## config.mk

```make
export PLATFORM = sky130hd
export DESIGN_NAME = psd_divider
export DESIGN_NICKNAME = d
export VERILOG_FILES = /design/src/rtl/psd_pkg.sv /design/src/rtl/psd_prescaler.sv /design/src/rtl/psd_swallow.sv /design/src/rtl/psd_refdiv.sv /design/src/rtl/psd_divider.sv
export SDC_FILE = /design/constraint.sdc
export NUM_CORES = 1
export LEC_CHECK = 0
export BUFFER_PORTS_ARGS = -buffer_cell sky130_fd_sc_hd__buf_2
export CAP_MARGIN = 20
export CORE_AREA = 3 3 79 81
export CTS_BUF_LIST = sky130_fd_sc_hd__clkbuf_16
export CTS_CLUSTER_DIAMETER = 80
export DETAILED_ROUTE_END_ITERATION = 8
export DIE_AREA = 0 0 82 84
export PLACE_DENSITY = 0.74
export SYNTH_ARGS = -nofsm -noshare
export SYNTH_HDL_FRONTEND = slang
export SYNTH_SLANG_ARGS = --single-unit
```

## constraint.sdc

```tcl
create_clock -name clk -period 4.06 [get_ports clk]
set_input_delay 0.203 -clock clk [delete_from_list [all_inputs] [get_ports clk]]
set_output_delay 0.203 -clock clk [all_outputs]
set_load 0.02 [all_outputs]
```

## src/rtl/psd_pkg.sv

```systemverilog
package psd_pkg;

    localparam int SEL_W = 2;
    localparam int A_W   = 6;
    localparam int B_W   = 13;
    localparam int R_W   = 14;
    localparam int BASE_MIN_LOG2 = 3;
    localparam int PC_W  = BASE_MIN_LOG2 + (1 << SEL_W);

    typedef enum logic [SEL_W-1:0] {
        PSEL_8  = 2'b00,
        PSEL_16 = 2'b01,
        PSEL_32 = 2'b10,
        PSEL_64 = 2'b11
    } psel_e;

    typedef struct packed {
        logic [A_W-1:0] swallow;
        logic [B_W-1:0] main;
        psel_e          sel;
    } nword_t;

    function automatic logic [PC_W-1:0] base_modulus(input psel_e s);
        return PC_W'(1 << (BASE_MIN_LOG2 + int'(s)));
    endfunction

endpackage

```

## src/rtl/psd_prescaler.sv

```systemverilog
module psd_prescaler
    import psd_pkg::*;
#(
    parameter int CW = PC_W
) (
    input  logic          clk,
    input  logic          hold,
    input  logic [CW-1:0] base_mod,
    input  logic          use_long,
    output logic          cyc_done
);
    logic [CW-1:0] pcount;
    logic [CW-1:0] modulus;

    always_comb begin
        modulus  = base_mod + CW'(use_long);
        cyc_done = !hold && (pcount == modulus - CW'(1));
    end

    always_ff @(posedge clk) begin
        if (hold || cyc_done) begin
            pcount <= '0;
        end else begin
            pcount <= pcount + CW'(1);
        end
    end
endmodule

```

## src/rtl/psd_swallow.sv

```systemverilog
module psd_swallow
    import psd_pkg::*;
#(
    parameter int AW = A_W,
    parameter int BW = B_W
) (
    input  logic          clk,
    input  logic          hold,
    input  logic          cyc_done,
    input  logic [AW-1:0] a_prog,
    input  logic [BW-1:0] b_prog,
    input  psel_e         sel_prog,
    output psel_e         sel_live,
    output logic          use_long,
    output logic          period_pulse
);
    logic [AW-1:0] a_left;
    logic [BW-1:0] b_left;
    logic          last_cycle;

    always_comb begin
        use_long   = (a_left != '0);
        last_cycle = cyc_done && (b_left <= BW'(1));
    end

    always_ff @(posedge clk) begin
        if (hold) begin
            a_left       <= a_prog;
            b_left       <= b_prog;
            sel_live     <= sel_prog;
            period_pulse <= 1'b0;
        end else if (last_cycle) begin
            a_left       <= a_prog;
            b_left       <= b_prog;
            sel_live     <= sel_prog;
            period_pulse <= 1'b1;
        end else begin
            period_pulse <= 1'b0;
            if (cyc_done) begin
                b_left <= b_left - BW'(1);
                if (a_left != '0) begin
                    a_left <= a_left - AW'(1);
                end
            end
        end
    end
endmodule

```

## src/rtl/psd_refdiv.sv

```systemverilog
module psd_refdiv
    import psd_pkg::*;
#(
    parameter int RW = R_W
) (
    input  logic          clk,
    input  logic          hold,
    input  logic          strobe,
    input  logic [RW-1:0] r_prog,
    output logic          ref_out
);
    logic [RW-1:0] r_left;

    always_ff @(posedge clk) begin
        if (hold) begin
            r_left  <= r_prog;
            ref_out <= 1'b0;
        end else if (strobe) begin
            if (r_left <= RW'(1)) begin
                r_left  <= r_prog;
                ref_out <= 1'b1;
            end else begin
                r_left  <= r_left - RW'(1);
                ref_out <= 1'b0;
            end
        end else begin
            ref_out <= 1'b0;
        end
    end
endmodule

```

## src/rtl/psd_divider.sv

```systemverilog
module psd_divider
    import psd_pkg::*;
#(
    parameter int AW = A_W,
    parameter int BW = B_W,
    parameter int RW = R_W
) (
    input  logic             clk,
    input  logic             rst,
    input  logic             cnt_rst,
    input  logic             pwr_dn,
    input  logic [SEL_W-1:0] presc_sel,
    input  logic [AW-1:0]    swallow_a,
    input  logic [BW-1:0]    main_b,
    input  logic [RW-1:0]    ref_div,
    input  logic             ref_strobe,
    output logic             fb_pulse,
    output logic             mod_ctl,
    output logic             ref_pulse
);
    logic            hold;
    logic            cyc_done;
    logic            use_long;
    psel_e           sel_live;
    logic [PC_W-1:0] base_mod;

    assign hold     = rst | cnt_rst | pwr_dn;
    assign base_mod = base_modulus(sel_live);
    assign mod_ctl  = use_long;

    psd_prescaler #(.CW(PC_W)) u_presc (
        .clk      (clk),
        .hold     (hold),
        .base_mod (base_mod),
        .use_long (use_long),
        .cyc_done (cyc_done)
    );

    psd_swallow #(.AW(AW), .BW(BW)) u_swallow (
        .clk          (clk),
        .hold         (hold),
        .cyc_done     (cyc_done),
        .a_prog       (swallow_a),
        .b_prog       (main_b),
        .sel_prog     (psel_e'(presc_sel)),
        .sel_live     (sel_live),
        .use_long     (use_long),
        .period_pulse (fb_pulse)
    );

    psd_refdiv #(.RW(RW)) u_ref (
        .clk     (clk),
        .hold    (hold),
        .strobe  (ref_strobe),
        .r_prog  (ref_div),
        .ref_out (ref_pulse)
    );
endmodule

```

==> run summary, run 1 <==
CLOCK TREE
--------------------------------------------------------------------------------
H-tree levels                                                                  2
TritonCTS clock tree                                                        done
Postcts setup bufs                                                             0
Clock slew at reported path FFs                                          0.06 ns
Clock root buffer                                                      clkbuf_16
Number of buffers added by the clock tree synthesis step                       5
Resized cells post-CTS                                                         0
Cts hold-fix bufs                                                              0
# clock sinks                                                                 44
Maximum number of buffers from clock root to sink                              2
Clk_lat worst skew                                                       0.28 ns

STA
--------------------------------------------------------------------------------
Setup repair after global routing missed its margin                        false
Final setup violating endpoints                                                0
Rel. slew slack                                                           50.99%
Least-Margin Pin Slew                                                  0.7296 ns
Shortest period the worst path allows                                   3.039 ns
Post-route setup TNS                                                        0 ns
Fmax achieved                                                         0.3290 GHz
Final hold violations                                                          0
Worst-case hold slack                                                 0.09253 ns
Final worst path period share                                             74.86%
Post-route clock skew                                                0.007764 ns
Max-slew violation count                                                       0

FLOORPLANNING
--------------------------------------------------------------------------------
Height of the die                                                          84 um
Die ar.                                                                 6888 um2
Ports                                                                         43
Die width                                                                  82 um
Core area                                                               5540 um2
Count of standard-cell rows                                                   27
Initial standard-cell utilization of the core                             48.28%

LOGIC SYNTHESIS
--------------------------------------------------------------------------------
Fraction of synthesized cell area taken by the top area cell type         39.29%
Post-Synthesis Mean Instance Area                                      11.01 um2
Post-synth top area cell                                                edfxtp_1
Most common cell in the synthesized netlist                             edfxtp_1
Number of distinct library cells after synthesis                              43
Share of synthesized flip-flops with an asynchronous set or reset             0%
Post-Syn Instances                                                           243
Most common library cells after synthesis                           edfxtp_1, nor2_1, xnor2_1
Sequential share of the synthesized area                                  46.02%
Count of flip-flops with a built-in enable after synthesis                    35
Cell types occupying the most area after synthesis                  edfxtp_1, mux2_4, xnor2_1, dfxtp_1, nor2_1
Number of flip-flops and latches in the synthesized netlist                   44
Post-synthesis cell area                                                2675 um2
Syn. warnings                                                                  0
Predominant post-synthesis flop cell                                    edfxtp_1

MIN PATH
--------------------------------------------------------------------------------
End point of the worst hold path                                    u_swallow.sel_live[0]
Number of cells traversed by the worst hold path                               1
Type of the worst min-delay path                                          in2reg
Startpoint of the lowest-slack hold path                            presc_sel[0]

CELLS AND AREA
--------------------------------------------------------------------------------
Area growth from synthesis to layout                                      18.01%
Total area of sequential cells                                          1231 um2
Proportion of layout cells with a drive suffix above 1                    27.93%
Count of nets after finishing                                                338
Combined area of the multi-input logic cells                            1358 um2
Count of antenna diodes in the layout                                          0
Filler instances                                                             499

CRITICAL PATH
--------------------------------------------------------------------------------
Maximum fanout encountered on the critical timing path                        19
Arrival time of the worst setup path                                     3.07 ns
Reg2Reg Capture Point                                               u_swallow.a_left[0]
Nature of the critical path endpoint                                    register
R2R depth                                                                     12
Critical Setup Path Class                                                reg2reg
Worst R2R Start                                                     u_swallow.a_left[0]
Setup slack on the worst flop-to-flop path                               1.02 ns
Data required time of the worst path                                     4.09 ns
Type of origin of the critical path                                     register

GRT
--------------------------------------------------------------------------------
Total global-route track usage                                            15.61%
First-pass GRT wire length                                               8452 um
Maximum number of pins on one net before global-route repair                  27
Overflow left after global routing                                             0
Vias in the first global route                                              1910
Number of antenna violations at the first check in global routing              0

PWR
--------------------------------------------------------------------------------
Pwr dens                                                            383.9 nW/um2
Static leakage                                                          1.265 nW
Peak ir drop on the vdd network                                      0.0001866 V

JOB
--------------------------------------------------------------------------------
Max Cap Violations                                                             0

RUN STATUS
--------------------------------------------------------------------------------
Status                                                                 completed

PLACED DESIGN
--------------------------------------------------------------------------------
Global placement routability congestion                                   0.8656
PortBufs                                                                      42
HPWL Detailed                                                            3645 um

ROUTING
--------------------------------------------------------------------------------
Routed via count                                                            1887
Detail-routed via count per cell                                           5.213
Initial detailed-routing violation count                                      85
Routed wirelength normalized by instance count                          13.91 um
Detailed Routing Iterations Pass 1                                             4
Remaining DRCs                                                                 0
Sum of routed wire length over all layers                                5037 um
Antenna Violating Nets Remaining                                               0

==> worst max-delay path by stage <==
stage / start / slack [ns] / end / cells past startpoint
2_1_floorplan: u_swallow.a_left[0] / 1.13 / u_swallow.a_left[0] / 11
3_3_place_gp: u_swallow.a_left[0] / 1.15 / u_swallow.a_left[0] / 12
3_5_place_dp: u_swallow.a_left[0] / 1.06 / u_swallow.a_left[0] / 12
4_1_cts: u_swallow.a_left[0] / 1.02 / u_swallow.a_left[0] / 12
5_1_grt: u_swallow.a_left[0] / 0.81 / u_swallow.b_left[7] / 12
6_report: u_swallow.a_left[0] / 1.02 / u_swallow.a_left[0] / 12
==> routing by layer <==
layer | share of wire (%) | wire, um | GRT usage (%)
met1 | 45 | 2291 | 20.26
met2 | 49 | 2456 | 24.91
met3 | 4.3 | 217 | 3.672
met4 | 1.4 | 72 | 5.740
met5 | 0 | 0 | 0
==> cell type report <==
cell class                 count  share of cell area [%]
tap                           72                   2.854
timing repair buffer          45                   7.610
clock buffer                   5                   3.964
multi-input combinational    180                   43.00
clock inverter                 3                   2.021
sequential                    44                   39.00
inverter                      13                   1.546
==> report_power, final <==
part / internal, W / switching [W] / total, W
Combinational: 0.0000778 / 0.0000664 / 0.000144
Sequential: 0.000526 / 0.0000318 / 0.000558
Clock: 0.000350 / 0.000159 / 0.000510
Total: 0.000954 / 0.000258 / 0.00121
==> cells by family after synthesis <==
kind of cell             Yosys count  share of synthesized area [%]
AND/OR/NAND/NOR                   86                          17.21
XOR/XNOR                          34                          11.13
flip-flops                        44                          46.02
other                              1                         0.1402
AO/OA/AOI/OAI                     28                          6.502
buffers and inverters             20                          3.694
multiplexers                      21                          11.08
adder cells (fa/ha/maj)            9                          4.210
==> worst max-delay path, stage by stage (launching register included) <==
cell and delay [ns]:
edfxtp_1 0.37, inv_1 0.13, ha_1 0.16, nand3_1 0.11, inv_1 0.08, ha_1 0.27
ha_1 0.25, nand4b_1 0.12, a21oi_1 0.07, o221a_2 0.33, a31oi_4 0.20, buf_4 0.35
mux2_4 0.34
==> stage by stage <==
step / area [um2] / setup WS [ns] / total power [W] / utilization, % / cells
finish: 3157 / 1.021 / 0.001212 / 56.98 / 362
global route: 3157 / 0.8106 / 0.001263 / 56.98 / 362
CTS: 3142 / 1.022 / 0.001220 / 56.71 / 361
detailed placement: 2953 / 1.062 / 0.0007103 / 53.30 / 353
global placement: 2953 / 1.149 / 0.0007042 / 53.30 / 353
floorplan: 2679 / 1.129 / 0.0006665 / - / 244
==> registers in the layout (all words and copies together) (netlist names) <==
name and count:
u_ref.r_left 14, u_ref.ref_out 1, u_presc.pcount 7, u_swallow.a_left 6, u_swallow.sel_live 2, u_swallow.period_pulse 1
u_swallow.b_left 13
==> cells in the final DEF (no fill, tap or decap), drive strengths merged, types with 6 or more instances in the layout <==
cell | synthesis | final
a21oi | 16 | 16
ha | 9 | 9
nor2 | 34 | 34
inv | 13 | 14
dfxtp | 9 | 9
xnor2 | 21 | 21
buf | 4 | 45
edfxtp | 35 | 35
nor3 | 6 | 6
mux2 | 18 | 18
o21ai | 6 | 6
xor2 | 13 | 13
nand2 | 13 | 13
(Power assumes the default switching activity.)
==> run 2: changes to the inputs <==
--- a/config.mk
+++ b/config.mk
@@ -5,14 +5,15 @@
 export SDC_FILE = /design/constraint.sdc
 export NUM_CORES = 1
 export LEC_CHECK = 0
+export ABC_AREA = 1
 export BUFFER_PORTS_ARGS = -buffer_cell sky130_fd_sc_hd__buf_2
 export CAP_MARGIN = 20
-export CORE_AREA = 3 3 79 81
+export CORE_AREA = 3 3 80 82
 export CTS_BUF_LIST = sky130_fd_sc_hd__clkbuf_16
 export CTS_CLUSTER_DIAMETER = 80
 export DETAILED_ROUTE_END_ITERATION = 8
-export DIE_AREA = 0 0 82 84
-export PLACE_DENSITY = 0.74
+export DIE_AREA = 0 0 83 85
+export PLACE_DENSITY = 0.77
 export SYNTH_ARGS = -nofsm -noshare
 export SYNTH_HDL_FRONTEND = slang
 export SYNTH_SLANG_ARGS = --single-unit
==> constraint.sdc (replaced) <==
create_clock -name clk -period 2.7 [get_ports clk]
set_input_delay 0.135 -clock clk [delete_from_list [all_inputs] [get_ports clk]]
set_output_delay 0.135 -clock clk [all_outputs]
set_load 0.02 [all_outputs]
==> run summary, run 2 <==
CLOCK TREE
--------------------------------------------------------------------------------
Clock root buffer                                                      clkbuf_16
Postcts setup bufs                                                             0
Number of buffers added by the clock tree synthesis step                       5
Cts hold-fix bufs                                                              0
Clock slew at reported path FFs                                          0.06 ns
H-tree levels                                                                  2
Maximum number of buffers from clock root to sink                              2
Clk_lat worst skew                                                       0.28 ns
# clock sinks                                                                 44
TritonCTS clock tree                                                        done

CELLS AND AREA
--------------------------------------------------------------------------------
Combined area of the multi-input logic cells                            1321 um2
Total area of sequential cells                                          1231 um2
Top library cells by usage in the layout, fill and taps aside       nand2_1, inv_1, nor2_1
Proportion of layout cells with a drive suffix above 1                    18.25%
Area growth from synthesis to layout                                      16.43%
Filler instances                                                             532
Register ranked first by flip-flop count                            u_ref.r_left
Count of antenna diodes in the layout                                          0
Count of nets after finishing                                                437
Largest registers                                                   u_ref.r_left x14, u_swallow.b_left x13, u_presc.pcount x7
Most common library cell in the layout ignoring fill and taps            nand2_1
Number of flip-flops under the largest register name                          14

RUN STATUS
--------------------------------------------------------------------------------
Status                                                                 completed

STA
--------------------------------------------------------------------------------
Final setup violating endpoints                                                0
Rel. slew slack                                                           59.17%
Setup repair after global routing missed its margin                        false
Fmax achieved                                                         0.3946 GHz
Final hold violations                                                          0
Max-slew violation count                                                       0
Min setup slack post-route                                             0.1659 ns
Shortest period the worst path allows                                   2.534 ns
Least-Margin Pin Slew                                                  0.6110 ns
Post-route clock skew                                                0.003916 ns
Post-route setup TNS                                                        0 ns
Final worst path period share                                             93.85%

FLOORPLANNING
--------------------------------------------------------------------------------
Initial standard-cell utilization of the core                             47.65%
Die width                                                                  83 um
Ports                                                                         43
Count of standard-cell rows                                                   28
Core area                                                               5816 um2
Die ar.                                                                 7055 um2
Height of the die                                                          85 um

GRT
--------------------------------------------------------------------------------
Total global-route track usage                                            15.66%
First-pass GRT wire length                                               9135 um
Maximum number of pins on one net before global-route repair                  21
Vias in the first global route                                              2206
Number of antenna violations at the first check in global routing              0
Overflow left after global routing                                             0

ROUTING
--------------------------------------------------------------------------------
Sum of routed wire length over all layers                                5364 um
Routed via count                                                            2249
Detailed Routing Iterations Pass 1                                             4
Detail-routed via count per cell                                           4.847
Antenna Violating Nets Remaining                                               0
Initial detailed-routing violation count                                     126
Remaining DRCs                                                                 0
Routed wirelength normalized by instance count                          11.56 um

LOGIC SYNTHESIS
--------------------------------------------------------------------------------
Fraction of synthesized cell area taken by the top area cell type         37.92%
Number of flip-flops and latches in the synthesized netlist                   44
Post-synthesis cell area                                                2771 um2
Number of distinct library cells after synthesis                              31
Post-Synthesis Mean Instance Area                                      8.104 um2
Most common library cells after synthesis                           nand2_1, inv_1, nor2_1
Predominant post-synthesis flop cell                                    edfxtp_1
Sequential share of the synthesized area                                  44.42%
Count of flip-flops with a built-in enable after synthesis                    35
Most common cell in the synthesized netlist                              nand2_1
Syn. warnings                                                                  0
Share of synthesized flip-flops with an asynchronous set or reset             0%
Post-Syn Instances                                                           342
Post-synth top area cell                                                edfxtp_1
Cell types occupying the most area after synthesis                  edfxtp_1, nand2_1, xor2_1, dfxtp_1, inv_1

PLACED DESIGN
--------------------------------------------------------------------------------
Global placement routability congestion                                   0.8630
HPWL Detailed                                                            4130 um
Worst setup timing slack at the placement stage                      0.009399 ns
PortBufs                                                                      42

CRITICAL PATH
--------------------------------------------------------------------------------
Worst path max stage delay                                               0.40 ns
Maximum fanout encountered on the critical timing path                        20
Reg2Reg Capture Point                                               u_swallow.b_left[0]
Arrival time of the worst setup path                                     2.54 ns
Data required time of the worst path                                     2.70 ns
CP max stage cell                                                       edfxtp_1
Nature of the critical path endpoint                                    register
Origin of the worst setup path                                      u_swallow.a_left[1]
Critical Setup Path Class                                                reg2reg
Setup slack on the worst flop-to-flop path                               0.17 ns
R2R depth                                                                     13
Critical path buffers and inverters                                            3
Type of origin of the critical path                                     register
Cell family with the largest share of critical-path delay           simple AND/OR/NAND/NOR gates
Worst R2R Start                                                     u_swallow.a_left[1]
Cells along the critical path                                       inv_1, ha_1, and3_4, ha_4, ha_2, inv_1, nand3b_1, nand3_1, nand2_1, nor2_2, and2_1, nor2_1, inv_4
Worst path most repeated cell                                              inv_1

PWR
--------------------------------------------------------------------------------
Share of total power in combinational logic                                13.9%
Relative contribution of the clock network to total power                  35.2%
Pwr dens                                                            508.2 nW/um2
Switching Fraction                                                        25.19%
Internal power                                                        0.001227 W
Reg power frac                                                             50.9%
Static leakage                                                          1.449 nW
Peak ir drop on the vdd network                                      0.0003499 V
Total net switching power                                            0.0004132 W

MIN PATH
--------------------------------------------------------------------------------
Type of the worst min-delay path                                          in2reg
Startpoint of the lowest-slack hold path                            presc_sel[0]
Number of cells traversed by the worst hold path                               1
End point of the worst hold path                                    u_swallow.sel_live[0]

JOB
--------------------------------------------------------------------------------
Max Cap Violations                                                             0

-- run 2: cell types whose count changed after synthesis, sizes merged, moves of 9 or more --
| cell | change |
|---|---|
| xnor2 | -11 |
| mux2 | -18 |
| nor2 | +17 |
| a21oi | -11 |
| xor2 | +9 |
| nand2 | +65 |
| inv | +37 |
| o21ai | +13 |
| nand3 | +23 |
-- run 2: worst max path at each step --
stage / depth (start not counted) / slack, ns / to
2_1_floorplan: 15 / 0.15 / u_swallow.a_left[0]
3_5_place_dp: 15 / 0.009 / u_swallow.a_left[1]
5_1_grt: 13 / 0.01 / u_swallow.b_left[0]
3_3_place_gp: 14 / 0.16 / u_swallow.b_left[0]
6_report: 13 / 0.17 / u_swallow.b_left[0]
4_1_cts: 15 / -0.01 / u_swallow.a_left[1]
-- run 2: per-stage QoR --
stage,cells,util (%),cell area [um2],hold slack (ns),power [W]
after CTS,464,54.65,3178,0.02652,0.001646
after global placement,456,52.26,3039,0.3124,0.001058
after detailed placement,456,52.26,3039,0.3161,0.001069
final,464,55.49,3227,0.03043,0.001640
after floorplan,343,-,2775,0.2339,0.0009989
after global routing,464,55.49,3227,0.02643,0.001715
-- run 2: cell type report --
| cell class | count | share of cell area [%] |
|---|---|---|
| Timing Repair Buffer | 46 | 7.794 |
| Clock inverter | 3 | 0.4265 |
| Tap cell | 75 | 2.908 |
| Clock buffer | 5 | 3.877 |
| Sequential cell | 44 | 38.15 |
| Inverter | 50 | 5.894 |
| Multi-Input combinational cell | 241 | 40.95 |
-- run 2: metal layers --
| metal | GRT usage, % | wire (um) | part of all wire, % | vias to the layer above |
|---|---|---|---|---|
| met1 | 18.01 | 2402 | 45 | 1020 |
| met3 | 3.495 | 217 | 4.0 | 6 |
| met2 | 29.37 | 2690 | 50 | 42 |
| li1 | - | - | - | 1181 |
| met4 | 4.012 | 55 | 1.0 | 0 |
| met5 | 0 | 0 | 0 | - |
-- run 2: repair_timing --
action | in CTS | in global routing
gates resized for setup | 0 | 14
endpoints found under the setup margin | 6 | 47
gates cloned | 0 | 0
pin swaps | 0 | 3
-- run 2: power groups by stage --
| stage | Sequential, W | Clock (W) | Combinational [W] |
|---|---|---|---|
| 3_3_place_gp | 0.000845 | 0 | 0.000212 |
| 5_1_grt | 0.000842 | 0.000611 | 0.000263 |
| 3_5_place_dp | 0.000849 | 0 | 0.000220 |
| 2_1_floorplan | 0.000837 | 0 | 0.000162 |
| 4_1_cts | 0.000834 | 0.000588 | 0.000223 |
| 6_report | 0.000835 | 0.000577 | 0.000228 |
-- run 2: cell families (layout without fill, tap and decap cells) --
group | Yosys count | after routing | synth area share [%]
other | 1 | 2 | 0.1353
DFF | 44 | 44 | 44.42
and+or+nand+nor | 171 | 171 | 26.77
xor gates and xnor gates | 32 | 32 | 10.11
AOI/OAI and AO/OA | 27 | 27 | 5.192
adders and majority gates | 9 | 9 | 4.063
buffers and inverters | 58 | 104 | 9.300
==> run 3: changes to the inputs <==
--- a/config.mk
+++ b/config.mk
@@ -5,14 +5,12 @@
 export SDC_FILE = /design/constraint.sdc
 export NUM_CORES = 1
 export LEC_CHECK = 0
-export ABC_AREA = 1
 export BUFFER_PORTS_ARGS = -buffer_cell sky130_fd_sc_hd__buf_2
 export CAP_MARGIN = 20
-export CORE_AREA = 3 3 80 82
-export CTS_BUF_LIST = sky130_fd_sc_hd__clkbuf_16
+export CORE_AREA = 3 3 79 81
 export CTS_CLUSTER_DIAMETER = 80
 export DETAILED_ROUTE_END_ITERATION = 8
-export DIE_AREA = 0 0 83 85
+export DIE_AREA = 0 0 82 84
 export PLACE_DENSITY = 0.77
 export SYNTH_ARGS = -nofsm -noshare
 export SYNTH_HDL_FRONTEND = slang
==> run summary, run 3 (same netlist as run 1, synthesis figures left out) <==
RUN STATUS
--------------------------------------------------------------------------------
Status                                                              finished with violations
Violated checks                                                     negative setup slack

STA
--------------------------------------------------------------------------------
Setup repair after global routing missed its margin                         true
Final worst path period share                                             101.7%
Shortest period the worst path allows                                   2.745 ns
Least-Margin Pin Slew                                                  0.7801 ns
Fmax achieved                                                         0.3643 GHz
Max-slew violation count                                                       0
Worst-case hold slack                                                 0.01503 ns
Final setup violating endpoints                                                7
Post-route clock skew                                                0.008102 ns
Rel. slew slack                                                           47.99%
Final hold violations                                                          0
Min setup slack post-route                                           -0.04503 ns

CLOCK TREE
--------------------------------------------------------------------------------
H-tree levels                                                                  2
Clk_lat worst skew                                                       0.30 ns
Number of buffers added by the clock tree synthesis step                       5
Clock slew at reported path FFs                                          0.07 ns
# clock sinks                                                                 44
Cts hold-fix bufs                                                              0
Clock root buffer                                                       clkbuf_8
TritonCTS clock tree                                                        done
Maximum number of buffers from clock root to sink                              2

CELLS AND AREA
--------------------------------------------------------------------------------
Proportion of layout cells with a drive suffix above 1                    36.10%
Combined area of the multi-input logic cells                            1434 um2
Filler instances                                                             454
Total area of sequential cells                                          1231 um2
Count of nets after finishing                                                361
Count of antenna diodes in the layout                                          0
Area growth from synthesis to layout                                      24.98%
Top library cells by usage in the layout, fill and taps aside       buf_2, edfxtp_1, nor2_1
Register ranked first by flip-flop count                            u_ref.r_left
Number of flip-flops under the largest register name                          14
Core occupancy in the finished layout                                     60.34%
Final standard cell count with taps included and fillers excluded            385
Largest registers                                                   u_ref.r_left x14, u_swallow.b_left x13, u_presc.pcount x7
Most common library cell in the layout ignoring fill and taps              buf_2
Design area                                                             3343 um2

PWR
--------------------------------------------------------------------------------
Peak ir drop on the vdd network                                      0.0002486 V
Internal power                                                        0.001125 W
Relative contribution of the clock network to total power                  26.4%
Switching Fraction                                                        25.68%
Pwr dens                                                            453.0 nW/um2
Total net switching power                                            0.0003890 W
Power Total                                                           0.001514 W
Share of total power in combinational logic                                18.0%
Reg power frac                                                             55.6%
Static leakage                                                          1.335 nW

GRT
--------------------------------------------------------------------------------
Maximum number of pins on one net before global-route repair                  20
Number of antenna violations at the first check in global routing              0
First-pass GRT wire length                                               9142 um
Vias in the first global route                                              1918
Overflow left after global routing                                             0
Total global-route track usage                                            17.08%

PLACED DESIGN
--------------------------------------------------------------------------------
Global placement routability congestion                                   0.8500
Cell total after placement                                                   365
HPWL Detailed                                                            3868 um
PortBufs                                                                      42
Placed inst area                                                        3095 um2

FLOORPLANNING
--------------------------------------------------------------------------------
Core area                                                               5540 um2
Height of the die                                                          84 um
Count of standard-cell rows                                                   27
Initial standard-cell utilization of the core                             48.28%
Ports                                                                         43
Die width                                                                  82 um
Die ar.                                                                 6888 um2

MIN PATH
--------------------------------------------------------------------------------
Type of the worst min-delay path                                          in2reg

CRITICAL PATH
--------------------------------------------------------------------------------
Maximum fanout encountered on the critical timing path                         6
Endpoint of the most critical setup path                            u_swallow.a_left[3]
CP max stage cell                                                       edfxtp_1
Critical Setup Path Class                                                reg2reg
Type of origin of the critical path                                     register
Setup slack on the worst flop-to-flop path                              -0.05 ns
Worst R2R Start                                                     u_swallow.a_left[1]
Worst path max stage delay                                               0.37 ns
Arrival time of the worst setup path                                     2.79 ns
Data required time of the worst path                                     2.75 ns
Cells along the critical path                                       inv_2, ha_4, nand3_4, inv_2, ha_4, buf_4, and3_1, o21ai_0, o21ai_4, a31oi_4, buf_12, buf_12, mux2_4
Origin of the worst setup path                                      u_swallow.a_left[1]
Nature of the critical path endpoint                                    register
Reg2Reg Capture Point                                               u_swallow.a_left[3]
R2R depth                                                                     13

ROUTING
--------------------------------------------------------------------------------
Routed wirelength normalized by instance count                          14.53 um
Antenna Violating Nets Remaining                                               0
Initial detailed-routing violation count                                      65
Detailed Routing Iterations Pass 1                                             4
Sum of routed wire length over all layers                                5595 um
Routed via count                                                            1994
Detail-routed via count per cell                                           5.179
Remaining DRCs                                                                 0

JOB
--------------------------------------------------------------------------------
Max Cap Violations                                                             0

## run 3: cell types whose count changed in the layout (fill, tap and decap cells not counted), moves of 9 or more
cell     change
inv_1       -38
nand3_1     -22
a21oi_1     +10
mux2_4      +17
xnor2_1     +11
o21ai_0     -10
xor2_1       -9
buf_4       +19
nand2_1     -64
nor2_1      -13
## run 3: layout make-up
class                      count  share of cell area [%]
multi-input combinational    180                   42.89
sequential                    44                   36.83
timing repair buffer          68                   13.74
tap                           72                   2.695
clock buffer                   7                   2.283
inverter                      13                   1.460
clock inverter                 1                  0.1123
## run 3: power groups by stage
| stage | Clock, W | Sequential [W] | Combinational, W |
|---|---|---|---|
| floorplan | 0 | 0.000840 | 0.000165 |
| global placement | 0 | 0.000849 | 0.000232 |
| detailed placement | 0 | 0.000852 | 0.000238 |
| CTS | 0.000411 | 0.000838 | 0.000261 |
| global route | 0.000435 | 0.000849 | 0.000301 |
| finish | 0.000401 | 0.000842 | 0.000272 |
## run 3: repair_timing
item	CTS	global route
endpoints found under the setup margin	23	24
setup buffers	8	4
pin swaps	5	2
resized for setup	12	3
## run 3: worst min-delay path by stage
stage                            start                    end  cells past startpoint
after detailed placement  presc_sel[1]  u_swallow.sel_live[1]                      1
final                     presc_sel[1]  u_swallow.sel_live[1]                      1
after floorplan           presc_sel[0]  u_swallow.sel_live[0]                      0
after global placement    presc_sel[0]  u_swallow.sel_live[0]                      1
after CTS                 presc_sel[0]  u_swallow.sel_live[0]                      1
after global routing      presc_sel[0]  u_swallow.sel_live[0]                      1
## run 3: critical path, delay by kind of cell (launching register included)
family,cells,cell delay (ns)
and+or+nand+nor,2,0.24
adders and majority gates,2,0.33
buffers and inverters,5,0.53
muxes,1,0.30
DFF,1,0.37
AOI/OAI and AO/OA,3,0.74
## run 3: stage by stage
| step | setup TNS (ns) | setup slack [ns] |
|---|---|---|
| 3_3_place_gp | 0 | 0.02189 |
| 4_1_cts | -0.2410 | -0.04532 |
| 2_1_floorplan | 0 | 0.005127 |
| 3_5_place_dp | -1.048 | -0.07376 |
| 6_report | -0.2275 | -0.04503 |
| 5_1_grt | -2.425 | -0.1620 |
## run 3: layer usage
layer | share of wire (%) | GRT usage (%) | up-vias
met3 | 5.4 | 3.672 | 11
met2 | 50 | 27.48 | 57
met4 | 1.9 | 6.042 | 0
met5 | 0 | 0 | -
li1 | - | - | 990
met1 | 43 | 22.28 | 936
